<file path="config.mk">
export PLATFORM = sky130hd
export DESIGN_NAME = promo_cache
export DESIGN_NICKNAME = d
export VERILOG_FILES = /design/src/rtl/promo_cache_pkg.sv /design/src/rtl/pc_tag_match.sv /design/src/rtl/pc_chain.sv /design/src/rtl/pc_ctrl.sv /design/src/rtl/promo_cache.sv
export SDC_FILE = /design/constraint.sdc
export NUM_CORES = 1
export LEC_CHECK = 0
export BUFFER_PORTS_ARGS = -buffer_cell sky130_fd_sc_hd__buf_2
export CAP_MARGIN = 30
export CORE_MARGIN = 2
export CORE_UTILIZATION = 59
export DETAILED_ROUTE_END_ITERATION = 16
export GPL_TIMING_DRIVEN = 0
export HOLD_SLACK_MARGIN = 0.1
export PLACE_DENSITY_LB_ADDON = 0.05
export REMOVE_ABC_BUFFERS = 1
export SLEW_MARGIN = 10
export SYNTH_ARGS = -nofsm -noshare
export SYNTH_HDL_FRONTEND = slang
export SYNTH_SLANG_ARGS = --single-unit
</file>
<file path="constraint.sdc">
create_clock -name clk -period 6.1 [get_ports clk]
set_input_delay 0 -clock clk [delete_from_list [all_inputs] [get_ports clk]]
set_output_delay 0 -clock clk [all_outputs]
set_load 0.01 [all_outputs]
</file>
<file path="src/rtl/promo_cache_pkg.sv">
package promo_cache_pkg;

  typedef enum logic [2:0] {
    ST_IDLE,
    ST_WB,
    ST_FETCH,
    ST_FL_SCAN,
    ST_FL_WB
  } state_e;

  typedef enum logic [2:0] {
    OP_NONE,
    OP_HIT,
    OP_INSERT,
    OP_CLEAN,
    OP_CLEAR
  } op_e;

endpackage

</file>
<file path="src/rtl/pc_tag_match.sv">
module pc_tag_match #(
  parameter int N  = 3,
  parameter int AW = 16,
  parameter int IW = 2
) (
  input  logic [N-1:0]         vld,
  input  logic [N-1:0][AW-1:0] tags,
  input  logic [AW-1:0]        addr,
  output logic [N-1:0]         match,
  output logic                 hit,
  output logic [IW-1:0]        hit_idx
);

  for (genvar g = 0; g < N; g++) begin : g_cmp
    assign match[g] = vld[g] && (tags[g] == addr);
  end

  always_comb begin
    hit_idx = '0;
    for (int i = N - 1; i >= 0; i--) begin
      if (match[i]) hit_idx = IW'(i);
    end
  end

  assign hit = |match;

endmodule

</file>
<file path="src/rtl/pc_chain.sv">
module pc_chain
  import promo_cache_pkg::*;
#(
  parameter int N  = 3,
  parameter int AW = 16,
  parameter int DW = 32,
  parameter int IW = 2
) (
  input  logic                 clk,
  input  logic                 rst,
  input  op_e                  op,
  input  logic [IW-1:0]        op_idx,
  input  logic [AW-1:0]        new_tag,
  input  logic [DW-1:0]        new_data,
  input  logic                 new_dirty,
  output logic [N-1:0]         vld,
  output logic [N-1:0]         dirty,
  output logic [N-1:0][AW-1:0] tags,
  output logic [N-1:0][DW-1:0] datas
);

  // promoted entry for a hit: optionally updated by a store
  logic [AW-1:0] hit_tag;
  logic [DW-1:0] hit_data;
  logic          hit_dirty;

  always_comb begin
    hit_tag   = tags[op_idx];
    hit_data  = new_dirty ? new_data : datas[op_idx];
    hit_dirty = dirty[op_idx] | new_dirty;
  end

  for (genvar g = 0; g < N; g++) begin : g_pos
    logic          v_q;
    logic          d_q;
    logic [AW-1:0] t_q;
    logic [DW-1:0] x_q;

    if (g == 0) begin : g_head
      always_ff @(posedge clk) begin
        if (rst) begin
          v_q <= 1'b0;
          d_q <= 1'b0;
        end else begin
          case (op)
            OP_INSERT: begin
              v_q <= 1'b1;
              d_q <= new_dirty;
              t_q <= new_tag;
              x_q <= new_data;
            end
            OP_HIT: begin
              v_q <= 1'b1;
              d_q <= hit_dirty;
              t_q <= hit_tag;
              x_q <= hit_data;
            end
            OP_CLEAN: if (op_idx == '0) d_q <= 1'b0;
            OP_CLEAR: begin
              v_q <= 1'b0;
              d_q <= 1'b0;
            end
            default: ;
          endcase
        end
      end
    end else begin : g_tail
      always_ff @(posedge clk) begin
        if (rst) begin
          v_q <= 1'b0;
          d_q <= 1'b0;
        end else begin
          case (op)
            OP_INSERT: begin
              v_q <= vld[g-1];
              d_q <= dirty[g-1];
              t_q <= tags[g-1];
              x_q <= datas[g-1];
            end
            OP_HIT: if (op_idx == IW'(g)) begin
              v_q <= vld[0];
              d_q <= dirty[0];
              t_q <= tags[0];
              x_q <= datas[0];
            end
            OP_CLEAN: if (op_idx == IW'(g)) d_q <= 1'b0;
            OP_CLEAR: begin
              v_q <= 1'b0;
              d_q <= 1'b0;
            end
            default: ;
          endcase
        end
      end
    end

    assign vld[g]   = v_q;
    assign dirty[g] = d_q;
    assign tags[g]  = t_q;
    assign datas[g] = x_q;
  end

endmodule

</file>
<file path="src/rtl/pc_ctrl.sv">
module pc_ctrl
  import promo_cache_pkg::*;
#(
  parameter int N  = 3,
  parameter int AW = 16,
  parameter int DW = 32,
  parameter int IW = 2
) (
  input  logic                 clk,
  input  logic                 rst,
  input  logic                 cpu_req_valid,
  input  logic                 cpu_req_we,
  input  logic [AW-1:0]        cpu_req_addr,
  input  logic [DW-1:0]        cpu_req_wdata,
  output logic                 cpu_req_ready,
  output logic                 cpu_rsp_valid,
  output logic [DW-1:0]        cpu_rsp_rdata,
  output logic                 mem_req_valid,
  output logic                 mem_req_we,
  output logic [AW-1:0]        mem_req_addr,
  output logic [DW-1:0]        mem_req_wdata,
  input  logic                 mem_ack,
  input  logic [DW-1:0]        mem_rdata,
  input  logic                 flush_req,
  output logic                 flush_done,
  input  logic                 hit,
  input  logic [IW-1:0]        hit_idx,
  input  logic [N-1:0]         vld,
  input  logic [N-1:0]         dirty,
  input  logic [N-1:0][AW-1:0] tags,
  input  logic [N-1:0][DW-1:0] datas,
  output op_e                  op,
  output logic [IW-1:0]        op_idx,
  output logic [AW-1:0]        new_tag,
  output logic [DW-1:0]        new_data,
  output logic                 new_dirty
);

  localparam logic [IW-1:0] TAIL = IW'(N - 1);

  state_e        state, state_n;
  logic          ready_q;
  logic          rsp_q;
  logic [DW-1:0] rdata_q;
  logic          done_q;
  logic          mv_q, mwe_q;
  logic [AW-1:0] maddr_q;
  logic [DW-1:0] mdata_q;
  logic          pend_we;
  logic [AW-1:0] pend_addr;
  logic [DW-1:0] pend_wdata;
  logic [IW-1:0] fl_idx, fl_idx_n;

  // decisions of the current cycle
  logic          accept;
  logic          need_wb;
  logic          rsp;
  logic [DW-1:0] rsp_data;
  logic          done;
  logic          ms_go;
  logic          ms_we;
  logic [AW-1:0] ms_addr;
  logic [DW-1:0] ms_data;
  logic          m_end;

  assign need_wb = vld[N-1] && dirty[N-1];
  assign accept  = (state == ST_IDLE) && ready_q && !flush_req && cpu_req_valid;

  always_comb begin
    state_n   = state;
    fl_idx_n  = fl_idx;
    op        = OP_NONE;
    op_idx    = hit_idx;
    new_tag   = pend_addr;
    new_data  = pend_wdata;
    new_dirty = 1'b0;
    rsp       = 1'b0;
    rsp_data  = rdata_q;
    done      = 1'b0;
    ms_go     = 1'b0;
    ms_we     = 1'b0;
    ms_addr   = pend_addr;
    ms_data   = '0;
    m_end     = 1'b0;
    case (state)
      ST_IDLE: begin
        if (ready_q && flush_req) begin
          state_n  = ST_FL_SCAN;
          fl_idx_n = TAIL;
        end else if (accept) begin
          if (hit) begin
            op        = OP_HIT;
            new_dirty = cpu_req_we;
            new_data  = cpu_req_wdata;
            rsp       = 1'b1;
            rsp_data  = datas[hit_idx];
          end else if (need_wb) begin
            ms_go   = 1'b1;
            ms_we   = 1'b1;
            ms_addr = tags[N-1];
            ms_data = datas[N-1];
            state_n = ST_WB;
          end else if (!cpu_req_we) begin
            ms_go   = 1'b1;
            ms_addr = cpu_req_addr;
            state_n = ST_FETCH;
          end else begin
            op        = OP_INSERT;
            new_tag   = cpu_req_addr;
            new_data  = cpu_req_wdata;
            new_dirty = 1'b1;
            rsp       = 1'b1;
          end
        end
      end
      ST_WB: begin
        if (mem_ack) begin
          if (pend_we) begin
            op        = OP_INSERT;
            new_dirty = 1'b1;
            rsp       = 1'b1;
            m_end     = 1'b1;
            state_n   = ST_IDLE;
          end else begin
            ms_go   = 1'b1;
            ms_addr = pend_addr;
            state_n = ST_FETCH;
          end
        end
      end
      ST_FETCH: begin
        if (mem_ack) begin
          op       = OP_INSERT;
          new_data = mem_rdata;
          rsp      = 1'b1;
          rsp_data = mem_rdata;
          m_end    = 1'b1;
          state_n  = ST_IDLE;
        end
      end
      ST_FL_SCAN: begin
        if (vld[fl_idx] && dirty[fl_idx]) begin
          ms_go   = 1'b1;
          ms_we   = 1'b1;
          ms_addr = tags[fl_idx];
          ms_data = datas[fl_idx];
          state_n = ST_FL_WB;
        end else if (fl_idx == '0) begin
          op      = OP_CLEAR;
          done    = 1'b1;
          state_n = ST_IDLE;
        end else begin
          fl_idx_n = fl_idx - 1'b1;
        end
      end
      ST_FL_WB: begin
        if (mem_ack) begin
          op      = OP_CLEAN;
          op_idx  = fl_idx;
          m_end   = 1'b1;
          state_n = ST_FL_SCAN;
        end
      end
      default: state_n = ST_IDLE;
    endcase
  end

  always_ff @(posedge clk) begin
    if (rst) begin
      state   <= ST_IDLE;
      ready_q <= 1'b0;
      rsp_q   <= 1'b0;
      rdata_q <= '0;
      done_q  <= 1'b0;
      mv_q    <= 1'b0;
      mwe_q   <= 1'b0;
      maddr_q <= '0;
      mdata_q <= '0;
      fl_idx  <= '0;
    end else begin
      state   <= state_n;
      ready_q <= (state_n == ST_IDLE);
      rsp_q   <= rsp;
      done_q  <= done;
      fl_idx  <= fl_idx_n;
      if (rsp) rdata_q <= rsp_data;
      if (ms_go) begin
        mv_q    <= 1'b1;
        mwe_q   <= ms_we;
        maddr_q <= ms_addr;
        mdata_q <= ms_data;
      end else if (m_end) begin
        mv_q <= 1'b0;
      end
    end
  end

  always_ff @(posedge clk) begin
    if (accept) begin
      pend_we    <= cpu_req_we;
      pend_addr  <= cpu_req_addr;
      pend_wdata <= cpu_req_wdata;
    end
  end

  assign cpu_req_ready = ready_q;
  assign cpu_rsp_valid = rsp_q;
  assign cpu_rsp_rdata = rdata_q;
  assign flush_done    = done_q;
  assign mem_req_valid = mv_q;
  assign mem_req_we    = mwe_q;
  assign mem_req_addr  = maddr_q;
  assign mem_req_wdata = mdata_q;

endmodule

</file>
<file path="src/rtl/promo_cache.sv">
module promo_cache
  import promo_cache_pkg::*;
#(
  parameter int ADDR_W    = 16,
  parameter int DATA_W    = 32,
  parameter int POSITIONS = 3
) (
  input  logic              clk,
  input  logic              rst,
  input  logic              cpu_req_valid,
  output logic              cpu_req_ready,
  input  logic              cpu_req_we,
  input  logic [ADDR_W-1:0] cpu_req_addr,
  input  logic [DATA_W-1:0] cpu_req_wdata,
  output logic              cpu_rsp_valid,
  output logic [DATA_W-1:0] cpu_rsp_rdata,
  output logic              mem_req_valid,
  output logic              mem_req_we,
  output logic [ADDR_W-1:0] mem_req_addr,
  output logic [DATA_W-1:0] mem_req_wdata,
  input  logic              mem_ack,
  input  logic [DATA_W-1:0] mem_rdata,
  input  logic              flush_req,
  output logic              flush_done
);

  localparam int IDX_W = (POSITIONS > 1) ? $clog2(POSITIONS) : 1;

  logic [POSITIONS-1:0]             ent_vld;
  logic [POSITIONS-1:0]             ent_dirty;
  logic [POSITIONS-1:0][ADDR_W-1:0] ent_tag;
  logic [POSITIONS-1:0][DATA_W-1:0] ent_data;
  logic [POSITIONS-1:0]             lookup_match;
  logic                             lookup_hit;
  logic [IDX_W-1:0]                 lookup_idx;
  op_e                              ch_op;
  logic [IDX_W-1:0]                 ch_idx;
  logic [ADDR_W-1:0]                ch_tag;
  logic [DATA_W-1:0]                ch_data;
  logic                             ch_dirty;

  pc_tag_match #(.N(POSITIONS), .AW(ADDR_W), .IW(IDX_W)) i_match (
    .vld     (ent_vld),
    .tags    (ent_tag),
    .addr    (cpu_req_addr),
    .match   (lookup_match),
    .hit     (lookup_hit),
    .hit_idx (lookup_idx)
  );

  pc_chain #(.N(POSITIONS), .AW(ADDR_W), .DW(DATA_W), .IW(IDX_W)) i_chain (
    .clk       (clk),
    .rst       (rst),
    .op        (ch_op),
    .op_idx    (ch_idx),
    .new_tag   (ch_tag),
    .new_data  (ch_data),
    .new_dirty (ch_dirty),
    .vld       (ent_vld),
    .dirty     (ent_dirty),
    .tags      (ent_tag),
    .datas     (ent_data)
  );

  pc_ctrl #(.N(POSITIONS), .AW(ADDR_W), .DW(DATA_W), .IW(IDX_W)) i_ctrl (
    .clk           (clk),
    .rst           (rst),
    .cpu_req_valid (cpu_req_valid),
    .cpu_req_we    (cpu_req_we),
    .cpu_req_addr  (cpu_req_addr),
    .cpu_req_wdata (cpu_req_wdata),
    .cpu_req_ready (cpu_req_ready),
    .cpu_rsp_valid (cpu_rsp_valid),
    .cpu_rsp_rdata (cpu_rsp_rdata),
    .mem_req_valid (mem_req_valid),
    .mem_req_we    (mem_req_we),
    .mem_req_addr  (mem_req_addr),
    .mem_req_wdata (mem_req_wdata),
    .mem_ack       (mem_ack),
    .mem_rdata     (mem_rdata),
    .flush_req     (flush_req),
    .flush_done    (flush_done),
    .hit           (lookup_hit),
    .hit_idx       (lookup_idx),
    .vld           (ent_vld),
    .dirty         (ent_dirty),
    .tags          (ent_tag),
    .datas         (ent_data),
    .op            (ch_op),
    .op_idx        (ch_idx),
    .new_tag       (ch_tag),
    .new_data      (ch_data),
    .new_dirty     (ch_dirty)
  );

endmodule

</file>
==> results by group, run 1 <==
Drt
  • Detail Route Antenna Nets: 0
  • Remaining DRCs: 0
  • Routed wire length: 50100 um
  • Routed vias: 13900
  • Vias per inst: 6.62
  • Post-DR wirelength/cell: 23.8 um
  • TritonRoute pass-1 iters: 6
  • Iter 0 DRT Violations: 1894

Timing
  • Crit path time final: 4.48 ns
  • Rel. slew slack: 38.5%
  • Endpoints failing hold: 0
  • Setup violators final: 0
  • Clock Skews: 0.0159 ns
  • F_max: 223 MHz
  • RSZ-0062 raised after global routing: no
  • WHS: 0.161 ns
  • Slew Viols, Final: 0
  • Setup slack after layout: 1.62 ns
  • Tightest Pin Transition: 0.922 ns
  • Part of the cycle the worst path needs: 73.4%

Logic synthesis
  • Synthesized area per cell: 9.72 um^2
  • Post-synthesis mux area share: 7.57%
  • Syn. warnings: 0
  • Part of the Yosys area used for sequential elements: 51.2%
  • Complex-gate fraction of the synthesized area: 19.4%
  • Post-synth EDFFs: 193
  • Top FF cell, synth: edfxtp_1
  • Cell Area, Synth: 0.0151 mm^2
  • Synth Area in XOR/XNOR: 2.79%
  • Asr flop ratio synth: 0%
  • Syn Inst Count: 1550
  • Flops & latches, synth: 289
  • Synth Area in Simple Gates: 14.9%
  • Post-synthesis adder-cell area fraction: 0.0830%
  • Distinct cells, synth: 71
  • Largest family of logic cells by synthesized area: compound AO/OA/AOI/OAI gates

Cells and area
  • Nets: 1834
  • Share of cells above drive strength 1: 19.2%
  • Filler instances: 1797
  • Final instance area: 0.0187 mm^2
  • Layout area overhead: 23.8%
  • Diodes inserted: 0

Clocking
  • CTS root buf: clkbuf_16
  • Worst-skew pair later-pin latency: 0.58 ns
  • Clk buf depth: 3
  • Clock Sinks: 289
  • Reg clk slew, reported paths: 0.07 ns
  • CTS tree: built
  • H-tree levels: 1
  • CTS Buf Count: 31

Placed design
  • Placer's final routability congestion estimate: 0.875
  • Hpwl dp: 29800 um
  • Post-Place Worst Slack: 1.73 ns
  • PortBufs: 170
  • Placed instance area: 0.0168 mm^2

Hold path
  • Tightest Hold Check Type: in2reg
  • Hold Path Depth: 2
  • Worst Min Path Start: cpu_req_wdata[10]

Floorplanning
  • CORE AREA: 0.0251 mm^2
  • IO Pins: 171
  • Starting Density: 60.0%
  • DIE HEIGHT: 164 um
  • Die width: 164 um
  • Core Rows: 58
  • DIE AREA: 0.0268 mm^2

Critical path
  • Worst path required time: 6.37 ns
  • Setup crit end kind: flip-flop
  • Worst setup path start: i_chain.g_pos[0].t_q[6]
  • CP max FO: 21
  • R2r worst-path depth: 8
  • WP data arrival: 4.75 ns
  • CP startpoint kind: flip-flop
  • Critical path class: reg2reg
  • Reg2reg start: i_chain.g_pos[0].t_q[6]

Job
  • Max-cap viol count: 0

Global route
  • Initial antenna violation count: 0
  • Vias in the first global route: 13500
  • Largest net degree at the start of global routing: 58
  • GRT overflow: 0
  • Global-route wire length before repair: 77000 um
  • GRT Overall Usage: 37.2%

Pwr
  • LEAKAGE: 7.15 nW
  • Worst IR Drop VDD: 264 uV
  • Power Density: 261 mW/mm^2

Status
  • Status: finished, final reports clean
==> through the flow <==
| stage | util [%] | instances | power [mW] | setup TNS (ns) |
|---|---|---|---|---|
| after CTS | 74.2 | 2100 | 4.87 | 0 |
| final | 74.3 | 2102 | 4.87 | 0 |
| after floorplan | - | 1420 | 2.62 | 0 |
| after detailed placement | 66.8 | 1958 | 2.93 | 0 |
| after global placement | 62.8 | 1920 | 2.87 | -790.66 |
| after global routing | 74.3 | 2102 | 5.02 | 0 |
==> Yosys cell counts, drive strengths merged (2+ instances only) <==
master / count / area [um^2]
a211o: 2 / 17.5
a211oi: 37 / 278
a21o: 3 / 23.8
a21oi: 172 / 880
a221oi: 125 / 1140
a31o: 2 / 17.5
a31oi: 3 / 33.8
a32oi: 2 / 17.5
and2: 8 / 50.1
and3: 2 / 12.5
buf: 40 / 235
clkbuf: 90 / 343
dfxtp: 96 / 1920
edfxtp: 193 / 5800
inv: 7 / 26.3
mux2: 32 / 360
mux2i: 78 / 781
nand2: 204 / 768
nand2b: 3 / 18.8
nand3: 15 / 80.1
nand3b: 5 / 37.5
nand4: 8 / 50.1
nor2: 250 / 938
nor2b: 3 / 18.8
nor3: 5 / 41.3
nor3b: 2 / 15.0
nor4: 6 / 65.1
o211ai: 3 / 22.5
o21a: 4 / 30.0
o21ai: 63 / 315
o22ai: 4 / 25.0
o31a: 3 / 26.3
or2: 2 / 12.5
or3: 7 / 43.8
or4: 7 / 56.3
xnor2: 31 / 272
xor2: 17 / 149
==> layer usage <==
metal  GRT usage (%)  up-vias  wire [um]
li1                -     6145          -
met1            52.1     6584      19300
met3            7.95      145       6640
met2            56.9     1043      22800
met4            14.2        0       1440
met5               0        -          0
==> sequential cells by signal, summed over array words and instances (netlist names), 2 cells and up <==
register              count
i_chain.g_pos.v_q         3
i_chain.g_pos.x_q        96
i_ctrl.state              3
i_chain.g_pos.t_q        48
i_ctrl.pend_addr         16
i_ctrl.cpu_rsp_rdata     32
i_ctrl.mem_req_wdata     32
i_ctrl.mem_req_addr      16
i_ctrl.pend_wdata        32
i_ctrl.fl_idx             2
i_chain.g_pos.d_q         3
==> placed cells by master, fill, tap and decap left out, types with 5 or more instances in the layout <==
| cell type | instances |
|---|---|
| a221oi_2 | 8 |
| nor2_1 | 248 |
| xnor2_1 | 31 |
| buf_6 | 5 |
| buf_12 | 10 |
| a221oi_1 | 117 |
| mux2_2 | 32 |
| dfxtp_1 | 94 |
| buf_2 | 170 |
| mux2i_1 | 78 |
| or3_1 | 6 |
| clkbuf_1 | 7 |
| nand2_1 | 202 |
| buf_8 | 5 |
| buf_16 | 19 |
| a211oi_1 | 37 |
| edfxtp_1 | 193 |
| nand4_1 | 8 |
| nand3b_1 | 5 |
| dlygate4sd3_1 | 84 |
| nand3_1 | 14 |
| a21oi_1 | 163 |
| inv_1 | 6 |
| or4_1 | 6 |
| clkinv_2 | 8 |
| clkbuf_8 | 5 |
| and2_1 | 6 |
| clkbuf_16 | 31 |
| o21ai_0 | 58 |
| xor2_1 | 17 |
| a21oi_2 | 6 |
==> what timing repair did <==
item,CTS,global route
setup endpoints to repair,0,0
hold buffers,84,0
endpoints found under the hold margin,177,0
gates resized for setup,0,0
buffers inserted,0,0
==> cells by family (layout without fill, tap and decap cells) <==
| logic type | count (synthesis) | count (layout) |
|---|---|---|
| muxes | 110 | 110 |
| DFF | 289 | 289 |
| and+or+nand+nor | 531 | 531 |
| adders and majority gates | 1 | 1 |
| AOI/OAI and AO/OA | 433 | 433 |
| xor gates and xnor gates | 48 | 48 |
| buffers and inverters | 138 | 360 |
==> path summary, 6_finish.rpt <==
check | endpoint | slack [ns]
setup / recovery | i_chain.g_pos[2].x_q[23] | 1.62
hold / removal | i_ctrl.pend_wdata[10] | 0.16
setup reg to reg | i_chain.g_pos[2].x_q[23] | 1.62
hold reg to reg | i_ctrl.cpu_rsp_rdata[3] | 0.50
==> area by class of cell <==
class	instances	area (um^2)	share of cell area, %
repair buffers	294	2550	13.7
clock inverters	15	154	0.825
multi-input cells	1123	6910	37.0
well taps	330	413	2.21
inverters	8	35.0	0.188
clock buffers	43	871	4.67
flip-flops and latches	289	7720	41.4
==> power by group <==
group / leakage, nW / switching (mW) / internal, mW / total, mW
Combinational: 4.11 / 0.406 / 0.273 / 0.680
Clock: 0.508 / 0.794 / 1.12 / 1.91
Sequential: 2.53 / 0.0946 / 2.18 / 2.28
==> worst max-delay path, stage by stage (launching register included) <==
cell	delay, ns
edfxtp_1	0.46
xor2_1	0.22
or4_1	0.54
or4_4	0.57
a2bb2oi_2	0.17
a31oi_4	0.69
o21ai_1	0.41
a21oi_4	0.80
buf_12	0.28
(Power assumes the default switching activity.)
==> run 2: changes to the inputs <==
- CORE_UTILIZATION: 59 -> 53
- clock period: 6.1 -> 3.8 ns (I/O delays scaled with it)
==> results by group, run 2 (same netlist as run 1, synthesis figures left out) <==
Drt
  • Routed wire length: 51100 um (+2.1%)
  • TritonRoute pass-1 iters: 6 (unchanged)
  • Remaining DRCs: 0 (unchanged)
  • Post-DR wirelength/cell: 23.7 um (-0.56%)
  • Routed vias: 13700 (-1.3%)
  • Vias per inst: 6.36 (-3.9%)
  • Detail Route Antenna Nets: 0 (unchanged)
  • Iter 0 DRT Violations: 1486 (-22%)

Pwr
  • Worst IR Drop VDD: 387 uV (+47%)
  • Net Sw Frac: 26.8% (+0.27 points)
  • Clk pwr share: 39.6% (+0.3 points)
  • Power Density: 417 mW/mm^2 (+60%)
  • Sw power: 2.12 mW (+64%)
  • LEAKAGE: 7.22 nW (+1.1%)
  • Internal: 5.77 mW (+61%)
  • Sequential power share: 46.4% (-0.4 points)
  • Power Total: 7.89 mW (+62%)
  • Comb pwr share: 14.0% (about the same)

Critical path
  • WP data arrival: 4.04 ns (-0.71 ns)
  • Setup crit end kind: flip-flop
  • Cell Chain, Critical Path: xor2_1, or4_1, or4_4, a2bb2oi_2, a21o_2, nor3_4, buf_16, a21oi_4, buf_8, buf_16
  • CP peak stage delay: 0.57 ns (-0.23 ns)
  • Buf/Inv on CP: 3 (+2)
  • Most used cell along the critical path: buf_16
  • Critical path class: reg2reg
  • CP startpoint kind: flip-flop
  • CP max FO: 14 (-33%)
  • Worst path required time: 4.11 ns (-2.26 ns)
  • Crit-path slowest cell: or4_4
  • Crit path max-delay family: simple AND/OR/NAND/NOR gates

Global route
  • GR Util met2: 55.0% (-1.9 points)
  • M3 GR Usage: 4.77% (-3.2 points)
  • GR peak layer: met2
  • GRT Overall Usage: 33.3% (-3.9 points)
  • GRT overflow: 0 (unchanged)
  • Largest net degree at the start of global routing: 63 (+8.6%)
  • Vias in the first global route: 13300 (-1.4%)
  • Initial antenna violation count: 0 (unchanged)
  • Grt met1 use: 46.0% (-6.2 points)
  • Global-route wire length before repair: 78300 um (+1.7%)

Floorplanning
  • Core Rows: 61 (+5.2%)
  • DIE AREA: 0.0298 mm^2 (+11%)
  • IO Pins: 171 (unchanged)
  • Die width: 173 um (+5.4%)
  • DIE HEIGHT: 173 um (+5.4%)
  • Starting Density: 54.1% (-5.9 points)
  • CORE AREA: 0.0279 mm^2 (+11%)

Clocking
  • Clock Sinks: 289 (unchanged)
  • Worst-skew pair later-pin latency: 0.57 ns (about the same)
  • Clk buf depth: 3 (unchanged)
  • CTS Buf Count: 31 (unchanged)
  • CTS tree: built
  • H-tree levels: 1 (unchanged)
  • Reg clk slew, reported paths: 0.07 ns (about the same)
  • CTS root buf: clkbuf_16

Timing
  • RSZ-0062 raised after global routing: no
  • Slew Viols, Final: 0 (unchanged)
  • Rel. slew slack: 42.2% (+3.7 points)
  • F_max: 268 MHz (+20%)
  • Crit path time final: 3.73 ns (-0.751 ns)
  • Part of the cycle the worst path needs: 98.1% (+25 points)
  • Clock Skews: 0.0231 ns (+0.00720 ns)
  • Tightest Pin Transition: 0.867 ns (-0.0551 ns)
  • Setup violators final: 0 (unchanged)
  • Setup slack after layout: 0.0732 ns (-1.55 ns)
  • WHS: 0.159 ns (-0.00191 ns)
  • Endpoints failing hold: 0 (unchanged)

Placed design
  • Placed Instances: 2010 (+2.7%)
  • Placer's final routability congestion estimate: 0.850 (-2.8%)
  • Hpwl dp: 30800 um (+3.2%)
  • PortBufs: 170 (unchanged)
  • Post-Place Worst Slack: -0.311 ns (-2.04 ns)
  • Placed instance area: 0.0169 mm^2 (+0.90%)

Cells and area
  • Final instance area: 0.0189 mm^2 (+1.4%)
  • Layout area overhead: 25.6%
  • Nets: 1843 (+0.49%)
  • Largest register by flop count: i_chain.g_pos.x_q
  • Leading cell type in the layout, fill and taps excluded: nor2_1
  • Share of cells above drive strength 1: 19.9% (+0.70 points)
  • Max FFs per register: 96 (unchanged)
  • Most frequent cells in the layout: nor2_1 (247), nand2_1 (202), edfxtp_1 (193)
  • Fin cells: 2158 (+2.7%)
  • Top Registers: i_chain.g_pos.x_q (96), i_chain.g_pos.t_q (48)
  • Diodes inserted: 0 (unchanged)

Job
  • Max-cap viol count: 0 (unchanged)

Status
  • Status: finished, final reports clean

Hold path
  • Tightest Hold Check Type: in2reg
run 2: cell count changes in the layout (fill, tap and decap cells not counted), sizes merged:
cell,previous run,this run
clkbuf,43,42
clkinvlp,1,4
buf,210,218
clkinv,11,9
run 2: cell type report:
| class | instances | area (um^2) |
|---|---|---|
| Timing Repair Buffer | 303 | 2690 |
| Multi-Input combinational cell | 1123 | 6960 |
| Fill cell | 2176 | 8920 |
| Clock buffer | 41 | 873 |
| Clock inverter | 16 | 170 |
| Inverter | 8 | 42.5 |
| Tap cell | 378 | 473 |
| Sequential cell | 289 | 7720 |
run 2: repair_timing:
item / 4_1_cts / 5_1_grt
buffers inserted: 4 / 0
pin swaps: 1 / 0
cloned: 0 / 0
hold buffers: 84 / 0
hold endpoints to repair: 181 / 0
setup endpoints to repair: 118 / 3
resized for setup: 4 / 4
run 2: power by group through the flow:
stage,sequential (mW),clock [mW],combinational (mW)
after CTS,3.65,3.14,1.07
final,3.66,3.12,1.11
after floorplan,3.69,0,0.511
after global placement,3.73,0,0.879
after global routing,3.67,3.25,1.19
after detailed placement,3.72,0,0.994
run 2: final timing paths:
path,slack (ns),cells after the start,to,startpoint
hold / removal,0.16,2,i_ctrl.pend_wdata[14],cpu_req_wdata[14]
hold reg to reg,0.48,2,i_ctrl.mem_req_valid,i_ctrl.mem_req_valid
setup / recovery,0.07,10,i_chain.g_pos[0].x_q[2],i_chain.g_pos[0].t_q[6]
setup reg to reg,0.07,10,i_chain.g_pos[0].x_q[2],i_chain.g_pos[0].t_q[6]
run 2: metal layers:
layer  routed length (um)  part of all wire [%]
met1                20600                    40
met2                24100                    47
met3                 5260                    10
met4                 1130                   2.2
met5                    0                     0
run 2: stage by stage:
| stage | util [%] | TNS, ns |
|---|---|---|
| 6_report | 68.0 | 0 |
| 5_1_grt | 68.0 | 0 |
| 4_1_cts | 67.7 | 0 |
| 3_5_place_dp | 60.7 | -9.21 |
| 3_3_place_gp | 56.8 | -1610.16 |
| 2_1_floorplan | - | -335.09 |
